`config.mk`:
```
export PLATFORM = sky130hd
export DESIGN_NAME = coh_probe_agent
export DESIGN_NICKNAME = d
export VERILOG_FILES = /design/src/rtl/coh_probe_pkg.sv /design/src/rtl/coh_line_table.sv /design/src/rtl/coh_line_match.sv /design/src/rtl/coh_probe_fsm.sv /design/src/rtl/coh_probe_agent.sv
export SDC_FILE = /design/constraint.sdc
export NUM_CORES = 1
export LEC_CHECK = 0
export BUFFER_PORTS_ARGS = -buffer_cell sky130_fd_sc_hd__buf_2
export CAP_MARGIN = 0
export CORE_MARGIN = 1
export CORE_UTILIZATION = 55
export CTS_BUF_LIST = sky130_fd_sc_hd__clkbuf_8
export DETAILED_ROUTE_END_ITERATION = 8
export GPL_ROUTABILITY_DRIVEN = 0
export PLACE_DENSITY = 0.75
export SLEW_MARGIN = 25
export SYNTH_ARGS = -nofsm -noshare
export SYNTH_HDL_FRONTEND = slang
export SYNTH_SLANG_ARGS = --single-unit
```
`constraint.sdc`:
```
create_clock -name clk -period 3.45 [get_ports clk]
set_clock_uncertainty 0.2 [all_clocks]
set_input_delay 0.69 -clock clk [delete_from_list [all_inputs] [get_ports clk]]
set_output_delay 0.69 -clock clk [all_outputs]
set_load 0.005 [all_outputs]
```
`src/rtl/coh_probe_pkg.sv`:
```
package coh_probe_pkg;

    // Flag order is {valid, shared, owner, dirty}, valid in the MSB.
    typedef struct packed {
        logic valid;
        logic shared;
        logic owner;
        logic dirty;
    } coh_flags_t;

    typedef enum logic {
        PRB_MAKE_INVALID = 1'b0,
        PRB_MAKE_SHARED  = 1'b1
    } prb_op_e;

    typedef enum logic {
        WR_INVALIDATE = 1'b0,
        WR_SHARE      = 1'b1
    } wr_kind_e;

    typedef enum logic [1:0] {
        AG_IDLE,
        AG_PRSP,
        AG_WCMD,
        AG_WRSP
    } agent_st_e;

    // A line must write back only when it owns dirty data.
    function automatic logic needs_writeback(coh_flags_t f);
        return f.valid & f.owner & f.dirty;
    endfunction

    // Flags left in a line after a probe has hit it.
    function automatic coh_flags_t flags_after_probe(prb_op_e op, coh_flags_t f);
        coh_flags_t r;
        if (op == PRB_MAKE_INVALID) begin
            r = '0;
        end else if (needs_writeback(f)) begin
            r = '{valid: 1'b1, shared: 1'b1, owner: 1'b1, dirty: 1'b0};
        end else begin
            r = f;
            r.shared = 1'b1;
        end
        return r;
    endfunction

endpackage

```
`src/rtl/coh_line_table.sv`:
```
module coh_line_table
    import coh_probe_pkg::*;
#(
    parameter int NUM_LINES = 4,
    parameter int ADDR_W    = 8,
    parameter int DATA_W    = 16,
    parameter int IDX_W     = 2
) (
    input  logic                              clk,
    input  logic                              rst_n,
    input  logic                              upd_en,
    input  logic [IDX_W-1:0]                  upd_idx,
    input  logic [ADDR_W-1:0]                 upd_addr,
    input  logic [3:0]                        upd_flags,
    input  logic [DATA_W-1:0]                 upd_data,
    input  logic                              prb_wr_en,
    input  logic [IDX_W-1:0]                  prb_wr_idx,
    input  logic [3:0]                        prb_wr_flags,
    output logic [NUM_LINES-1:0][ADDR_W-1:0]  line_addr,
    output logic [NUM_LINES-1:0][3:0]         line_flags,
    output logic [NUM_LINES-1:0][DATA_W-1:0]  line_data
);

    typedef struct packed {
        logic [ADDR_W-1:0] addr;
        logic [DATA_W-1:0] data;
        coh_flags_t        flags;
    } line_t;

    line_t [NUM_LINES-1:0] tab_d, tab_q;

    always_comb begin
        tab_d = tab_q;
        if (prb_wr_en) begin
            tab_d[prb_wr_idx].flags = coh_flags_t'(prb_wr_flags);
        end
        // The update port wins; the responder never accepts a probe in the same cycle.
        if (upd_en) begin
            tab_d[upd_idx].addr  = upd_addr;
            tab_d[upd_idx].data  = upd_data;
            tab_d[upd_idx].flags = coh_flags_t'(upd_flags);
        end
    end

    always_ff @(posedge clk) begin
        if (!rst_n) begin
            tab_q <= '0;
        end else begin
            tab_q <= tab_d;
        end
    end

    for (genvar g = 0; g < NUM_LINES; g++) begin : g_out
        assign line_addr[g]  = tab_q[g].addr;
        assign line_flags[g] = tab_q[g].flags;
        assign line_data[g]  = tab_q[g].data;
    end

endmodule

```
`src/rtl/coh_line_match.sv`:
```
module coh_line_match #(
    parameter int NUM_LINES = 4,
    parameter int ADDR_W    = 8,
    parameter int IDX_W     = 2
) (
    input  logic [NUM_LINES-1:0][ADDR_W-1:0] line_addr,
    input  logic [NUM_LINES-1:0][3:0]        line_flags,
    input  logic [ADDR_W-1:0]                look_addr,
    output logic                             hit,
    output logic [IDX_W-1:0]                 hit_idx
);

    logic [NUM_LINES-1:0] match_vec;

    // Only entries with the valid bit set may match; the other bits are ignored.
    for (genvar g = 0; g < NUM_LINES; g++) begin : g_cmp
        assign match_vec[g] = line_flags[g][3] && (line_addr[g] == look_addr);
    end

    // The lowest matching index wins.
    always_comb begin
        hit     = |match_vec;
        hit_idx = '0;
        for (int i = NUM_LINES - 1; i >= 0; i--) begin
            if (match_vec[i]) begin
                hit_idx = IDX_W'(i);
            end
        end
    end

endmodule

```
`src/rtl/coh_probe_fsm.sv`:
```
module coh_probe_fsm
    import coh_probe_pkg::*;
#(
    parameter int ADDR_W = 8,
    parameter int ID_W   = 4,
    parameter int DATA_W = 16,
    parameter int IDX_W  = 2
) (
    input  logic              clk,
    input  logic              rst_n,
    input  logic              pcmd_valid,
    output logic              pcmd_ready,
    input  logic              pcmd_op,
    input  logic [ADDR_W-1:0] pcmd_addr,
    input  logic [ID_W-1:0]   pcmd_id,
    output logic              prsp_valid,
    input  logic              prsp_ready,
    output logic [ID_W-1:0]   prsp_id,
    output logic              wcmd_valid,
    input  logic              wcmd_ready,
    output logic              wcmd_kind,
    output logic [ADDR_W-1:0] wcmd_addr,
    output logic [ID_W-1:0]   wcmd_id,
    output logic [DATA_W-1:0] wcmd_data,
    input  logic              wrsp_valid,
    output logic              wrsp_ready,
    input  logic              wr_inflight,
    input  logic              upd_en,
    input  logic              hit,
    input  logic [IDX_W-1:0]  hit_idx,
    input  logic [3:0]        hit_flags,
    input  logic [DATA_W-1:0] hit_data,
    output logic              prb_wr_en,
    output logic [IDX_W-1:0]  prb_wr_idx,
    output logic [3:0]        prb_wr_flags
);

    typedef struct packed {
        agent_st_e         st;
        logic [ID_W-1:0]   id;
        logic [ADDR_W-1:0] addr;
        logic [DATA_W-1:0] data;
        wr_kind_e          kind;
    } fsm_t;

    fsm_t s_d, s_q;

    always_comb begin
        s_d          = s_q;
        pcmd_ready   = (s_q.st == AG_IDLE) && !wr_inflight && !upd_en;
        prb_wr_en    = 1'b0;
        prb_wr_idx   = hit_idx;
        prb_wr_flags = flags_after_probe(prb_op_e'(pcmd_op), coh_flags_t'(hit_flags));

        unique case (s_q.st)
            AG_IDLE: begin
                if (pcmd_valid && pcmd_ready) begin
                    s_d.id   = pcmd_id;
                    s_d.addr = pcmd_addr;
                    s_d.data = hit_data;
                    s_d.kind = wr_kind_e'(pcmd_op);
                    prb_wr_en = hit;
                    if (hit && needs_writeback(coh_flags_t'(hit_flags))) begin
                        s_d.st = AG_WCMD;
                    end else begin
                        s_d.st = AG_PRSP;
                    end
                end
            end
            AG_PRSP: begin
                if (prsp_ready) s_d.st = AG_IDLE;
            end
            AG_WCMD: begin
                if (wcmd_ready) s_d.st = AG_WRSP;
            end
            AG_WRSP: begin
                if (wrsp_valid) s_d.st = AG_IDLE;
            end
            default: s_d.st = AG_IDLE;
        endcase
    end

    always_ff @(posedge clk) begin
        if (!rst_n) begin
            s_q <= '{st: AG_IDLE, kind: WR_INVALIDATE, default: '0};
        end else begin
            s_q <= s_d;
        end
    end

    assign prsp_valid = (s_q.st == AG_PRSP);
    assign prsp_id    = s_q.id;
    assign wcmd_valid = (s_q.st == AG_WCMD);
    assign wcmd_kind  = s_q.kind;
    assign wcmd_addr  = s_q.addr;
    assign wcmd_id    = s_q.id;
    assign wcmd_data  = s_q.data;
    assign wrsp_ready = (s_q.st == AG_WRSP);

endmodule

```
`src/rtl/coh_probe_agent.sv`:
```
module coh_probe_agent #(
    parameter int  NUM_LINES = 4,
    parameter int  ADDR_W    = 8,
    parameter int  ID_W      = 4,
    parameter int  DATA_W    = 16,
    localparam int IDX_W     = (NUM_LINES > 1) ? $clog2(NUM_LINES) : 1
) (
    input  logic              clk,
    input  logic              rst_n,
    input  logic              pcmd_valid,
    output logic              pcmd_ready,
    input  logic              pcmd_op,
    input  logic [ADDR_W-1:0] pcmd_addr,
    input  logic [ID_W-1:0]   pcmd_id,
    output logic              prsp_valid,
    input  logic              prsp_ready,
    output logic [ID_W-1:0]   prsp_id,
    output logic              wcmd_valid,
    input  logic              wcmd_ready,
    output logic              wcmd_kind,
    output logic [ADDR_W-1:0] wcmd_addr,
    output logic [ID_W-1:0]   wcmd_id,
    output logic [DATA_W-1:0] wcmd_data,
    input  logic              wrsp_valid,
    output logic              wrsp_ready,
    input  logic              wr_inflight,
    input  logic              upd_en,
    input  logic [IDX_W-1:0]  upd_idx,
    input  logic [ADDR_W-1:0] upd_addr,
    input  logic [3:0]        upd_flags,
    input  logic [DATA_W-1:0] upd_data,
    input  logic [IDX_W-1:0]  qry_idx,
    output logic [ADDR_W-1:0] qry_addr,
    output logic [3:0]        qry_flags
);

    logic [NUM_LINES-1:0][ADDR_W-1:0] line_addr;
    logic [NUM_LINES-1:0][3:0]        line_flags;
    logic [NUM_LINES-1:0][DATA_W-1:0] line_data;
    logic                             hit;
    logic [IDX_W-1:0]                 hit_idx;
    logic                             prb_wr_en;
    logic [IDX_W-1:0]                 prb_wr_idx;
    logic [3:0]                       prb_wr_flags;

    coh_line_table #(
        .NUM_LINES(NUM_LINES), .ADDR_W(ADDR_W), .DATA_W(DATA_W), .IDX_W(IDX_W)
    ) u_table (
        .clk          (clk),
        .rst_n        (rst_n),
        .upd_en       (upd_en),
        .upd_idx      (upd_idx),
        .upd_addr     (upd_addr),
        .upd_flags    (upd_flags),
        .upd_data     (upd_data),
        .prb_wr_en    (prb_wr_en),
        .prb_wr_idx   (prb_wr_idx),
        .prb_wr_flags (prb_wr_flags),
        .line_addr    (line_addr),
        .line_flags   (line_flags),
        .line_data    (line_data)
    );

    coh_line_match #(
        .NUM_LINES(NUM_LINES), .ADDR_W(ADDR_W), .IDX_W(IDX_W)
    ) u_match (
        .line_addr  (line_addr),
        .line_flags (line_flags),
        .look_addr  (pcmd_addr),
        .hit        (hit),
        .hit_idx    (hit_idx)
    );

    coh_probe_fsm #(
        .ADDR_W(ADDR_W), .ID_W(ID_W), .DATA_W(DATA_W), .IDX_W(IDX_W)
    ) u_fsm (
        .clk          (clk),
        .rst_n        (rst_n),
        .pcmd_valid   (pcmd_valid),
        .pcmd_ready   (pcmd_ready),
        .pcmd_op      (pcmd_op),
        .pcmd_addr    (pcmd_addr),
        .pcmd_id      (pcmd_id),
        .prsp_valid   (prsp_valid),
        .prsp_ready   (prsp_ready),
        .prsp_id      (prsp_id),
        .wcmd_valid   (wcmd_valid),
        .wcmd_ready   (wcmd_ready),
        .wcmd_kind    (wcmd_kind),
        .wcmd_addr    (wcmd_addr),
        .wcmd_id      (wcmd_id),
        .wcmd_data    (wcmd_data),
        .wrsp_valid   (wrsp_valid),
        .wrsp_ready   (wrsp_ready),
        .wr_inflight  (wr_inflight),
        .upd_en       (upd_en),
        .hit          (hit),
        .hit_idx      (hit_idx),
        .hit_flags    (line_flags[hit_idx]),
        .hit_data     (line_data[hit_idx]),
        .prb_wr_en    (prb_wr_en),
        .prb_wr_idx   (prb_wr_idx),
        .prb_wr_flags (prb_wr_flags)
    );

    assign qry_addr  = line_addr[qry_idx];
    assign qry_flags = line_flags[qry_idx];

endmodule

```
== Yosys cells after proc, flatten, opt, wreduce, memory -nomap -nowiden ==
Cells that the tools add are included.
Storage, ports and cells
  bits in registers: 143
  bits of input ports: 53
  output and inout port bits: 49
Operators by class
  order comparisons: 5
  equal/unequal tests: 11
  mux-type cells: 36
  bitwise logic cells: 2
  reduce and logical (&&, ||, !) cells: 16
Operators by type and width (number)
  112-bit bitwise mux: 4
  28-bit demux with 2-bit select: 4
  112-bit two-way mux: 2
  16-bit binary-select mux with 2-bit select: 1
  8-bit == test: 4
  31-bit two-way mux: 1
  28-bit two-way mux: 1
  4-bit two-way mux: 6
  20-bit two-way mux: 1
  4-bit binary-select mux with 2-bit select: 2
  8-bit binary-select mux with 2-bit select: 1
  16-bit two-way mux: 1
  2-bit two-way mux: 8
  1-bit logical AND: 10
  2-bit by 3-bit less-than comparator with 1-bit output, second input constant: 3
  8-bit two-way mux: 1
  2-bit one-hot mux with 4 select lines: 1
  2-bit == test, second input constant: 2
  2-bit by 1-bit >= comparator with 1-bit output, second input constant: 2
  2-bit by 1-bit inequality test with 1-bit output, second input constant: 2
  2-bit inequality test, second input constant: 2
  4-bit AND reduction: 1
  4-bit OR reduction: 1
  1-bit bitwise AND: 2
  5 further kinds: 7

== Logic depth before layout (Yosys ltp) ==
Gate-level depths: netlist (run 1).
  depth in word-level cells: 18
  depth in mapped cells: 11

== Cells and area by module ==
Synthesis (run 1) repeated with hierarchy kept, for this count alone.
Unflattened totals
  cells, all modules: 780
  area total of the unflattened synthesis: 7218.2 µm²
By module, submodules not included
  coh_line_table: instances 1, cells an instance 496, area each 4329.2 µm²
  coh_probe_fsm: instances 1, cells an instance 183, area each 1606.5 µm²
  coh_probe_agent: instances 1, cells an instance 38, area each 777.0 µm²
  coh_line_match: instances 1, cells an instance 63, area each 505.5 µm²

== Worst setup path before layout (run 1) ==
Ideal clock, no wire load.
  kind: in2reg
  start point: in pcmd_addr[4]
  end point: reg u_fsm.s_q, in the netlist u_fsm.wcmd_data[10]
  library setup time: 116 ps
  data arrival time: 2424 ps
  required time: 3134 ps
  setup slack: 710 ps
  cell stages on the path: 11
  path buffers: 4
  cell sequence: buf_4 -> xnor2_2 -> nand3_1 -> or3_1 -> buf_2 -> and3_4 -> buf_6 -> buf_6 -> a221oi_2 -> o21ai_1 -> o211a_1
Between the ends
  cells in the longest elaborated chain, start to end: 8
RTL lines
  start, declared: line coh_probe_agent.sv:13  | input logic [ADDR_W-1:0] pcmd_addr,
  8-bit == test: line coh_line_match.sv:17  | assign match_vec[g] = line_flags[g][3] && (line_addr[g] == look_addr);
  1-bit logical AND: line coh_line_match.sv:17
  2-bit two-way mux (3 in a row): line coh_line_match.sv:25  | if (match_vec[i]) begin
  2-bit two-way mux *: line coh_line_match.sv:25
  16-bit binary-select mux with 2-bit select *: line coh_probe_agent.sv:100  | .hit_data (line_data[hit_idx]),
  16-bit two-way mux (not written as such) *: line coh_probe_agent.sv:100
  end signal, assigned: line coh_probe_fsm.sv:85  | s_q <= '{st: AG_IDLE, kind: WR_INVALIDATE, default: '0};
  end signal, assigned: line coh_probe_fsm.sv:87  | s_q <= s_d;
  end, declared: line coh_probe_fsm.sv:46  | fsm_t s_d, s_q;
Every way passes the cells marked *; elsewhere a longest branch is shown, timed or not. The select of a mux whose other input is x is not followed.
A chain may end at the register's enable or synchronous reset.

== Worst setup path in the final report (run 1) ==
  start point: in pcmd_addr[7]
  end point: reg u_fsm.s_q, in the netlist u_fsm.wcmd_data[1]
Same word-level chain as after synthesis.

==> metrics.md, run 1 <==
| Metric | Value |
|---|---|
| TNS Setup | 0 ns |
| Vias per cell | 5.779 |
| Simple-gate share of the synthesized area | 0.1845 |
| DR DRC count | 0 |
| Final Hold Fails | 0 |
| Total global-route track usage | 0.2879 |
| Number of global-route vias before repair | 5671 |
| Core footprint | 12570 um^2 |
| Post-CTS resize count | 0 |
| Inserted Diodes | 0 |
| Fraction of the mapped netlist area in compound gates | 0.2309 |
| Fin util | 0.6243 |
| Status | complete, no violations |
| XOR/XNOR Fraction of Synth Area | 0.04064 |
| Most frequent cells in the layout | nand2_1 (234), dfxtp_1 (143), a21boi_0 (110), buf_2 (100), xnor2_1 (31) |
| Proportion of layout cells with a drive suffix above 1 | 0.2181 |
| Largest family of logic cells by synthesized area | compound AO/OA/AOI/OAI gates |
| Initial antenna violation count | 0 |
| Main synth FF type | dfxtp_1 |
| Area Growth Syn to Fin | 10.80% |
| Skew-Pair Late Insertion Delay | 0.46 ns |
| Clk root buf | clkbuf_8 |
| Register bit total from synthesis | 143 |
| Register Area | ~2900 um^2 |
| Worst min-delay path class | reg2reg |
| Fillers | 1063 |
| Crit path required time | 3.60 ns |
| Post-layout nets | 911 |
| Max FO, Critical Path | 17 |
| Syn Inst Count | a little over 800 |
| Grt ovf | 0 |
| Dpl hpwl | 12060 um |
| Pwr Density | 451.1 nW/um^2 |
| Seq/Total Area, Yosys | 0.4042 |
| Commonest non-fill, non-tap cell in the layout | nand2_1 |
| Setup crit end kind | flop |
| Initial core utilization | 0.5635 |
| Clk buf depth | 2 |
| Worst-Margin Slew | 0.7912 ns |
| Syn_nets | 867 |
| Htree depth | 4 |
| Min Tclk post-route | 2.716 ns |
| # hold bufs at CTS | 0 |
| Die ar. | 13330 um^2 |
| Post-synth EDFFs | 0 |
| Reg clk slew, reported paths | about 0.080 ns |
| First-pass GRT wire length | 29190 um |
| Violation count after the first detailed-route iteration | approximately 360 |
| Synth Area in Adders | 0 |
| Routed wire per std cell | 17.59 um |
| Critical Path Start Type | input port |
| Leak | 3.037 nW |
| Share of flip-flops with an asynchronous set or reset | 0 |
| Unique cell type count in the Yosys netlist | 55 |
| Port Buf Inserts | 101 |
| Setup Viol. Count Final | 0 |
| Clock Sinks | 143 |
| Vias | 6028 |
| CP arrival | around 2.9 ns |
| FP Rows | between 40 and 50 |
| # Post-CTS Setup Buffers | 0 |
| RSZ-0062 raised after global routing | false |
| Max cap viols | 0 |
| Pins Over Slew Limit | 0 |
| Peak supply drop | between 300 and 400 uV |
| DR pass1 iterations | 5 |
| Rel. slew slack | 0.4726 |
| Final ANT Viol Nets | 0 |
| Fin crit share | 0.7874 |
| Num CTS Buffers | 17 |
| Die W | ~120 um |
| I/O pin count | 102 |
| Routed WL | 18350 um |
| Footprint of the multi-input gates | about 3700 um^2 |
| Vert. Die Dim | 115.5 um |
| Fmax | 368.1 MHz |
| Largest net degree at the start of global routing | 76 |
| Ys Warns | 0 |
| Syn_area_per_cell | 8.700 um^2 |
| CTS tree | yes |
| Crit Path Class | in2reg |
| Synthesized cell area | between 7000 and 8000 um^2 |
| Mux cell area share after synthesis | 0.06078 |
area by class of cell:
| cell class | count | area share |
|---|---|---|
| repair buffers | 121 | 0.08388 |
| clock inverters | 12 | 0.02025 |
| flip-flops and latches | 143 | 0.3649 |
| clock buffers | 20 | 0.03508 |
| multi-input cells | 575 | 0.4685 |
| well taps | 172 | 0.02743 |
where the power goes:
group          total [mW]  switching [mW]  internal [mW]
logic               0.357           0.206          0.152
registers            1.75          0.0427           1.71
clock network        1.43           0.653          0.776
total                3.54           0.901           2.64
kinds of logic after synthesis:
logic type | after synthesis
and+or+nand+nor | 296
DFF | 143
xor gates and xnor gates | 32
muxes | 28
AOI/OAI and AO/OA | 219
buffers and inverters | 96
flip-flops by register name, indices dropped and copies added (netlist names):
signal,count
u_fsm.prsp_id,4
u_fsm.s_q,2
u_fsm.wcmd_addr,8
u_fsm.wcmd_data,16
u_fsm.wcmd_kind,1
u_table.line_addr,32
u_table.line_data,64
u_table.line_flags,16
per-layer routing:
layer  global-route usage  share of wire
met5                    0              0
met3              0.06695          0.075
met1               0.3663           0.42
met4               0.1169          0.027
met2               0.4723           0.48
through the flow:
step / total power, mW / cell area (um^2) / hold slack (ns) / cells / worst slack (ns)
4_1_cts: 3.555 / 7846 / 0.2658 / 1043 / 0.7793
5_1_grt: 3.679 / 7846 / 0.2805 / 1043 / 0.5674
2_1_floorplan: 2.023 / 7082 / 0.2428 / 814 / 0.7098
3_3_place_gp: 2.130 / 7412 / 0.2483 / 1011 / 0.3921
6_report: 3.539 / 7846 / 0.2602 / 1043 / 0.7336
3_5_place_dp: 2.143 / 7412 / 0.2536 / 1011 / 0.3587
worst max-delay path: stages:
cell and delay (ns):
buf_2 0.15, xnor2_1 0.31, nand4_1 0.22, nor3_2 0.49, nor4b_4 0.12, buf_4 0.25, a221oi_1 0.37, o21ai_1 0.12
o211a_1 0.14
synthesized netlist by cell type (all sizes together) (2+ instances only):
library cell / instances / area [um^2]
nand2: 234 / 878.3
dfxtp: 143 / 2863
a21boi: 110 / 825.8
buf: 52 / 394.1
clkbuf: 44 / 165.2
o21ai: 36 / 180.2
xnor2: 32 / 287.8
a21oi: 26 / 145.2
a221oi: 17 / 211.5
mux2i: 16 / 160.2
o211a: 16 / 160.2
mux4: 12 / 270.3
nand3: 10 / 50.05
and3: 7 / 48.80
nor2: 7 / 26.28
nor3: 7 / 72.57
or3: 7 / 48.80
nand4: 6 / 37.54
nor2b: 4 / 25.02
a31oi: 3 / 18.77
and2: 2 / 12.51
nand2b: 2 / 20.02
o2111ai: 2 / 17.52
o211ai: 2 / 15.01
final timing paths:
path	startpoint	endpoint	slack, ns	depth (start not counted)
hold reg to reg	u_fsm.wcmd_addr[4]$_SDFFE_PN0P_	u_fsm.wcmd_addr[4]$_SDFFE_PN0P_	0.26	2
hold / removal	u_fsm.wcmd_addr[4]$_SDFFE_PN0P_	u_fsm.wcmd_addr[4]$_SDFFE_PN0P_	0.26	2
setup reg to reg	u_table.line_addr[15]$_SDFFE_PN0P_	u_fsm.wcmd_data[1]$_SDFFE_PN0P_	0.80	8
setup / recovery	pcmd_addr[7]	u_fsm.wcmd_data[1]$_SDFFE_PN0P_	0.73	9
Power figures use the tool's default switching activity.
==> run 2: changes to the inputs <==
- clock period: 3.45 -> 2.5 ns (I/O delays scaled with it)
==> metrics.md, run 2 (same netlist as run 1, synthesis figures left out) <==
| Metric | Value |
|---|---|
| Critical Path Start Type | flop |
| Worst path bufs/invs | 1 |
| Met3 usage | 0.06851 |
| Number of global-route vias before repair | ~6.0k |
| Die W | 115.5 um |
| Initial antenna violation count | 0 |
| Met2 usage | 0.5002 |
| Fillers | 1015 |
| Worst min-delay path class | in2reg |
| Register Area | 2877 um^2 |
| Final Hold Fails | 0 |
| Die ar. | 13330 um^2 |
| Cells along the critical path | xnor2_1 > nand4_1 > or3_4 > nand2b_4 > a21oi_4 > buf_12 > mux2i_1 > o21ai_1 > o211a_1 |
| Largest net degree at the start of global routing | 89 |
| Clock Sinks | 143 |
| Vias | 6272 |
| FP Rows | 41 |
| CP arrival | 2.63 ns |
| RSZ-0062 raised after global routing | true |
| First-pass GRT wire length | 29890 um |
| # hold bufs at CTS | 0 |
| CTS tree | yes |
| Vias per cell | 5.765 |
| Reg clk slew, reported paths | 0.08 ns |
| Busiest layer in global routing | met2 |
| Final ANT Viol Nets | 0 |
| Crit path required time | 2.66 ns |
| CP max stage cell | or3_4 |
| Family with the most delay on the worst path | simple AND/OR/NAND/NOR gates |
| Clk root buf | clkbuf_8 |
| DR pass1 iterations | 5 |
| Grt met1 use | 0.3657 |
| Footprint of the multi-input gates | 3869 um^2 |
| DR DRC count | 0 |
| Num CTS Buffers | 17 |
| Final setup margin | 0.02426 ns |
| Pins Over Slew Limit | 0 |
| I/O pin count | slightly above 100 |
| Leak | 3.441 nW |
| Worst-Margin Slew | 0.5156 ns |
| Violation count after the first detailed-route iteration | roughly 500 |
| Clk buf depth | 2 |
| Crit path largest cell delay | 0.42 ns |
| Dpl hpwl | 13500 um |
| Design Power | 5.139 mW |
| Vert. Die Dim | 115.5 um |
| Fin crit share | 0.9903 |
| Grt ovf | 0 |
| Initial core utilization | 0.5635 |
| Area Growth Syn to Fin | 19.93% |
| Min Tclk post-route | 2.476 ns |
| Final Non-Filler Cells | around 1.1k |
| Status | complete, no violations |
| Htree depth | 4 |
| Most frequent cells in the layout | nand2_1 (234), dfxtp_1 (132), a21boi_0 (110), buf_2 (100), buf_4 (61) |
| Post-layout nets | 956 |
| Post-Place Worst Slack | -0.3424 ns |
| Port Buf Inserts | 101 |
| Total global-route track usage | 0.2961 |
| Rel. slew slack | 0.6552 |
| Placed cell count | about 1.1k |
| Proportion of layout cells with a drive suffix above 1 | 0.2980 |
| Skew-Pair Late Insertion Delay | roughly 0.46 ns |
| Core footprint | 12570 um^2 |
| Commonest non-fill, non-tap cell in the layout | nand2_1 |
| Max cap viols | 0 |
| Routed wire per std cell | 17.62 um |
| Pwr Density | 605.1 nW/um^2 |
| Max FFs per register | 64 |
| Routed WL | 19170 um |
| Fmax | 403.9 MHz |
| Inserted Diodes | 0 |
| Crit Path Class | reg2reg |
| Peak supply drop | 543.5 uV |
| Setup crit end kind | flop |
| Hold Slack | 0.07950 ns |
| Max FO, Critical Path | 13 |
| Setup Viol. Count Final | 0 |
[run 2: changes by cell type in the layout (fill, tap and decap cells not counted), sizes merged]
cell / before / now
bufinv: 3 / 5
clkinvlp: 4 / 1
clkinv: 2 / 4
clkbuf: 20 / 21
inv: 3 / 1
buf: 121 / 166
[run 2: area by class of cell]
cell class | count | area share
Clock inverter | 11 | 0.02180
Tap cell | 172 | 0.02534
Timing Repair Buffer | 166 | 0.1246
Multi-Input combinational cell | 575 | 0.4555
Clock buffer | 21 | 0.03403
Sequential cell | 143 | 0.3387
[run 2: what timing repair did]
| action | CTS | global route |
|---|---|---|
| gates resized for setup | 1 | 23 |
| endpoints found under the setup margin | 8 | 21 |
| pin swaps | 1 | 7 |
| setup buffers | 0 | 5 |
[run 2: per-stage QoR]
step           TNS [ns]  utilization  area (um^2)
2_1_floorplan   -0.1398            -         7244
3_3_place_gp     -6.034       0.6279         7891
4_1_cts               0       0.6660         8371
5_1_grt         -0.3773       0.6758         8493
3_5_place_dp     -7.638       0.6279         7891
6_report              0       0.6758         8493
[run 2: worst register-to-register path: cells and delay by family (launching register included)]
kind            cells  cell delay, ns
xor+xnor            1            0.20
compound gates      3            0.44
simple gates        3            0.76
flops               1            0.35
mux                 1            0.23
buf+inv             1            0.19
[run 2: path summary, 6_finish.rpt]
| path | startpoint | end | slack (ns) | depth (start not counted) |
|---|---|---|---|---|
| worst max-delay path | u_table.line_addr[27]$_SDFFE_PN0P_ | u_fsm.wcmd_data[2]$_SDFFE_PN0P_ | 0.02 | 9 |
| worst min-delay path | pcmd_id[1] | u_fsm.prsp_id[1]$_SDFFE_PN0P_ | 0.08 | 3 |
| worst max register to register | u_table.line_addr[27]$_SDFFE_PN0P_ | u_fsm.wcmd_data[2]$_SDFFE_PN0P_ | 0.02 | 9 |
| worst min register to register | u_table.line_data[0]$_SDFFE_PN0P_ | u_table.line_data[0]$_SDFFE_PN0P_ | 0.26 | 2 |
[run 2: power breakdown]
part	total (mW)	switching [mW]	internal, mW
Clock	2.17	0.883	1.29
Combinational	0.546	0.297	0.249
Sequential	2.42	0.0606	2.36
Total	5.14	1.24	3.90
[run 2: layer usage]
metal  share of wire  wire, um  vias to the layer above
met5               0         0                        -
met4           0.023       449                        0
met3           0.070      1333                       42
met2            0.49      9457                      259
met1            0.41      7926                     3025
li1                -         -                     2946
==> run 3: changes to the inputs <==
- REMOVE_ABC_BUFFERS: default -> 1
==> metrics.md, run 3 (same netlist as run 1, synthesis figures left out) <==
| Metric | Value |
|---|---|
| Family with the most delay on the worst path | simple AND/OR/NAND/NOR gates |
| Violation count after the first detailed-route iteration | 477 |
| Max FO, Critical Path | 18 |
| CP arrival | 2.59 ns |
| RSZ-0062 raised after global routing | true |
| Internal Power | 3.522 mW |
| Die W | 115.5 um |
| Cells along the critical path | xnor2_2 > nand4_1 > or3_4 > and3_4 > buf_4 > a221oi_2 > o21ai_1 > o211a_1 |
| Pwr Density | around 570 nW/um^2 |
| # hold bufs at CTS | 0 |
| Final Non-Filler Cells | 1079 |
| Port Buf Inserts | 101 |
| Worst-Margin Slew | 0.5876 ns |
| Fin crit share | 0.9715 |
| Min Tclk post-route | 2.429 ns |
| Met3 usage | 0.06328 |
| Die ar. | 13330 um^2 |
| FP Rows | 41 |
| Final ANT Viol Nets | 0 |
| Vias per cell | approximately 5.8 |
| Placed cell count | between 1k and 1.5k |
| Post-layout nets | 946 |
| Setup crit end kind | flop |
| Vert. Die Dim | 115.5 um |
| Crit path required time | around 2.7 ns |
| Core footprint | 12570 um^2 |
| Combinational share of power | 0.113 |
| Max cap viols | 0 |
| Setup Viol. Count Final | 0 |
| First-pass GRT wire length | 29460 um |
| Clk buf depth | 2 |
| Reg clk slew, reported paths | 0.08 ns |
| Crit Path Class | reg2reg |
| Met2 usage | 0.4687 |
| Worst min-delay path class | in2reg |
| Number of global-route vias before repair | a little under 6k |
| Commonest non-fill, non-tap cell in the layout | nand2_1 |
| Vias | 6205 |
| Routed wire per std cell | 17.48 um |
| Clock network power share | 0.380 |
| Switching Fraction | 0.2617 |
| Most frequent cells in the layout | nand2_1 (234), dfxtp_1 (138), a21boi_0 (110), buf_2 (100), buf_4 (47) |
| DR DRC count | 0 |
| Max FFs per register | 64 |
| Htree depth | 4 |
| Routed WL | between 15000 and 20000 um |
| Pins Over Slew Limit | 0 |
| Worst path bufs/invs | 1 |
| Status | complete, no violations |
| Crit. Startpoint | u_table.line_addr[13]$_SDFFE_PN0P_ |
| Grt met1 use | 0.3694 |
| Psw | 1.249 mW |
| Rel. slew slack | 0.6083 |
| TNS Setup | 0 ns |
| Final Hold Fails | 0 |
| CP max stage cell | or3_4 |
| Clock Sinks | around 140 |
| CTS tree | yes |
| DR pass1 iterations | 7 |
| Design Power | 4.771 mW |
| Hold Crit Start | pcmd_id[0] |
| Critical Path Start Type | flop |
| Fmax | about 410 MHz |
| Grt ovf | 0 |
| Fin util | 0.6617 |
| Leak | 3.317 nW |
| Proportion of layout cells with a drive suffix above 1 | 0.2726 |
| Area Growth Syn to Fin | 17.44% |
| Busiest layer in global routing | met2 |
| Skew-Pair Late Insertion Delay | 0.46 ns |
| Clk root buf | clkbuf_8 |
| Crit path largest cell delay | 0.47 ns |
| RR Startpoint | u_table.line_addr[13]$_SDFFE_PN0P_ |
| Num CTS Buffers | 17 |
| Seq pwr share | 0.507 |
| Peak supply drop | 342.4 uV |
| Dpl hpwl | approximately 13000 um |
| Initial core utilization | 0.5635 |
| Largest net degree at the start of global routing | 72 |
| I/O pin count | 102 |
| Total global-route track usage | 0.2916 |
| Initial antenna violation count | 0 |
-- run 3: through the flow --
stage	area [um^2]	worst slack (ns)	hold WS (ns)
finish	8317	0.07115	0.08410
global route	8314	-0.05460	0.09822
CTS	8087	0.01943	0.06768
detailed placement	7702	-0.2940	0.2527
global placement	7702	-0.2202	0.2465
floorplan	6523	-0.8578	0.2428
-- run 3: path summary, 6_finish.rpt --
check,end,slack (ns),cells past startpoint
worst min-delay path,u_fsm.prsp_id[0]$_SDFFE_PN0P_,0.08,3
worst max-delay path,u_fsm.wcmd_data[9]$_SDFFE_PN0P_,0.07,8
worst min register to register,u_fsm.wcmd_addr[2]$_SDFFE_PN0P_,0.26,2
worst max register to register,u_fsm.wcmd_data[9]$_SDFFE_PN0P_,0.07,8
-- run 3: cell type report --
| class | count | area (um^2) |
|---|---|---|
| Tap cell | 172 | 215.2 |
| Sequential cell | 143 | 2869 |
| Timing Repair Buffer | 156 | 1039 |
| Clock buffer | 19 | 261.5 |
| Clock inverter | 13 | 122.6 |
| Antenna cell | 1 | 2.502 |
| Fill cell | 1009 | 4252 |
| Multi-Input combinational cell | 575 | 3807 |
-- run 3: power by group through the flow --
stage | sequential [mW] | combinational [mW] | clock, mW
floorplan | 2.46 | 0.246 | 0
global placement | 2.46 | 0.499 | 0
detailed placement | 2.47 | 0.513 | 0
CTS | 2.42 | 0.517 | 1.83
global route | 2.43 | 0.586 | 1.93
finish | 2.42 | 0.539 | 1.81
-- run 3: worst min-delay path: cells and delay by family --
family / cells / cell delay, ns
AOI/OAI and AO/OA: 1 / 0.06
buffers and inverters: 1 / 0.10
and+or+nand+nor: 1 / 0.04
-- run 3: timing repair --
item | 4_1_cts | 5_1_grt
endpoints found under the setup margin | 0 | 27
resized for setup | 0 | 25
buffers inserted | 0 | 7
-- run 3: metal layers --
layer,part of all wire,vias up
li1,-,2934
met1,0.42,2941
met2,0.48,272
met3,0.072,58
met4,0.033,0
met5,0,-
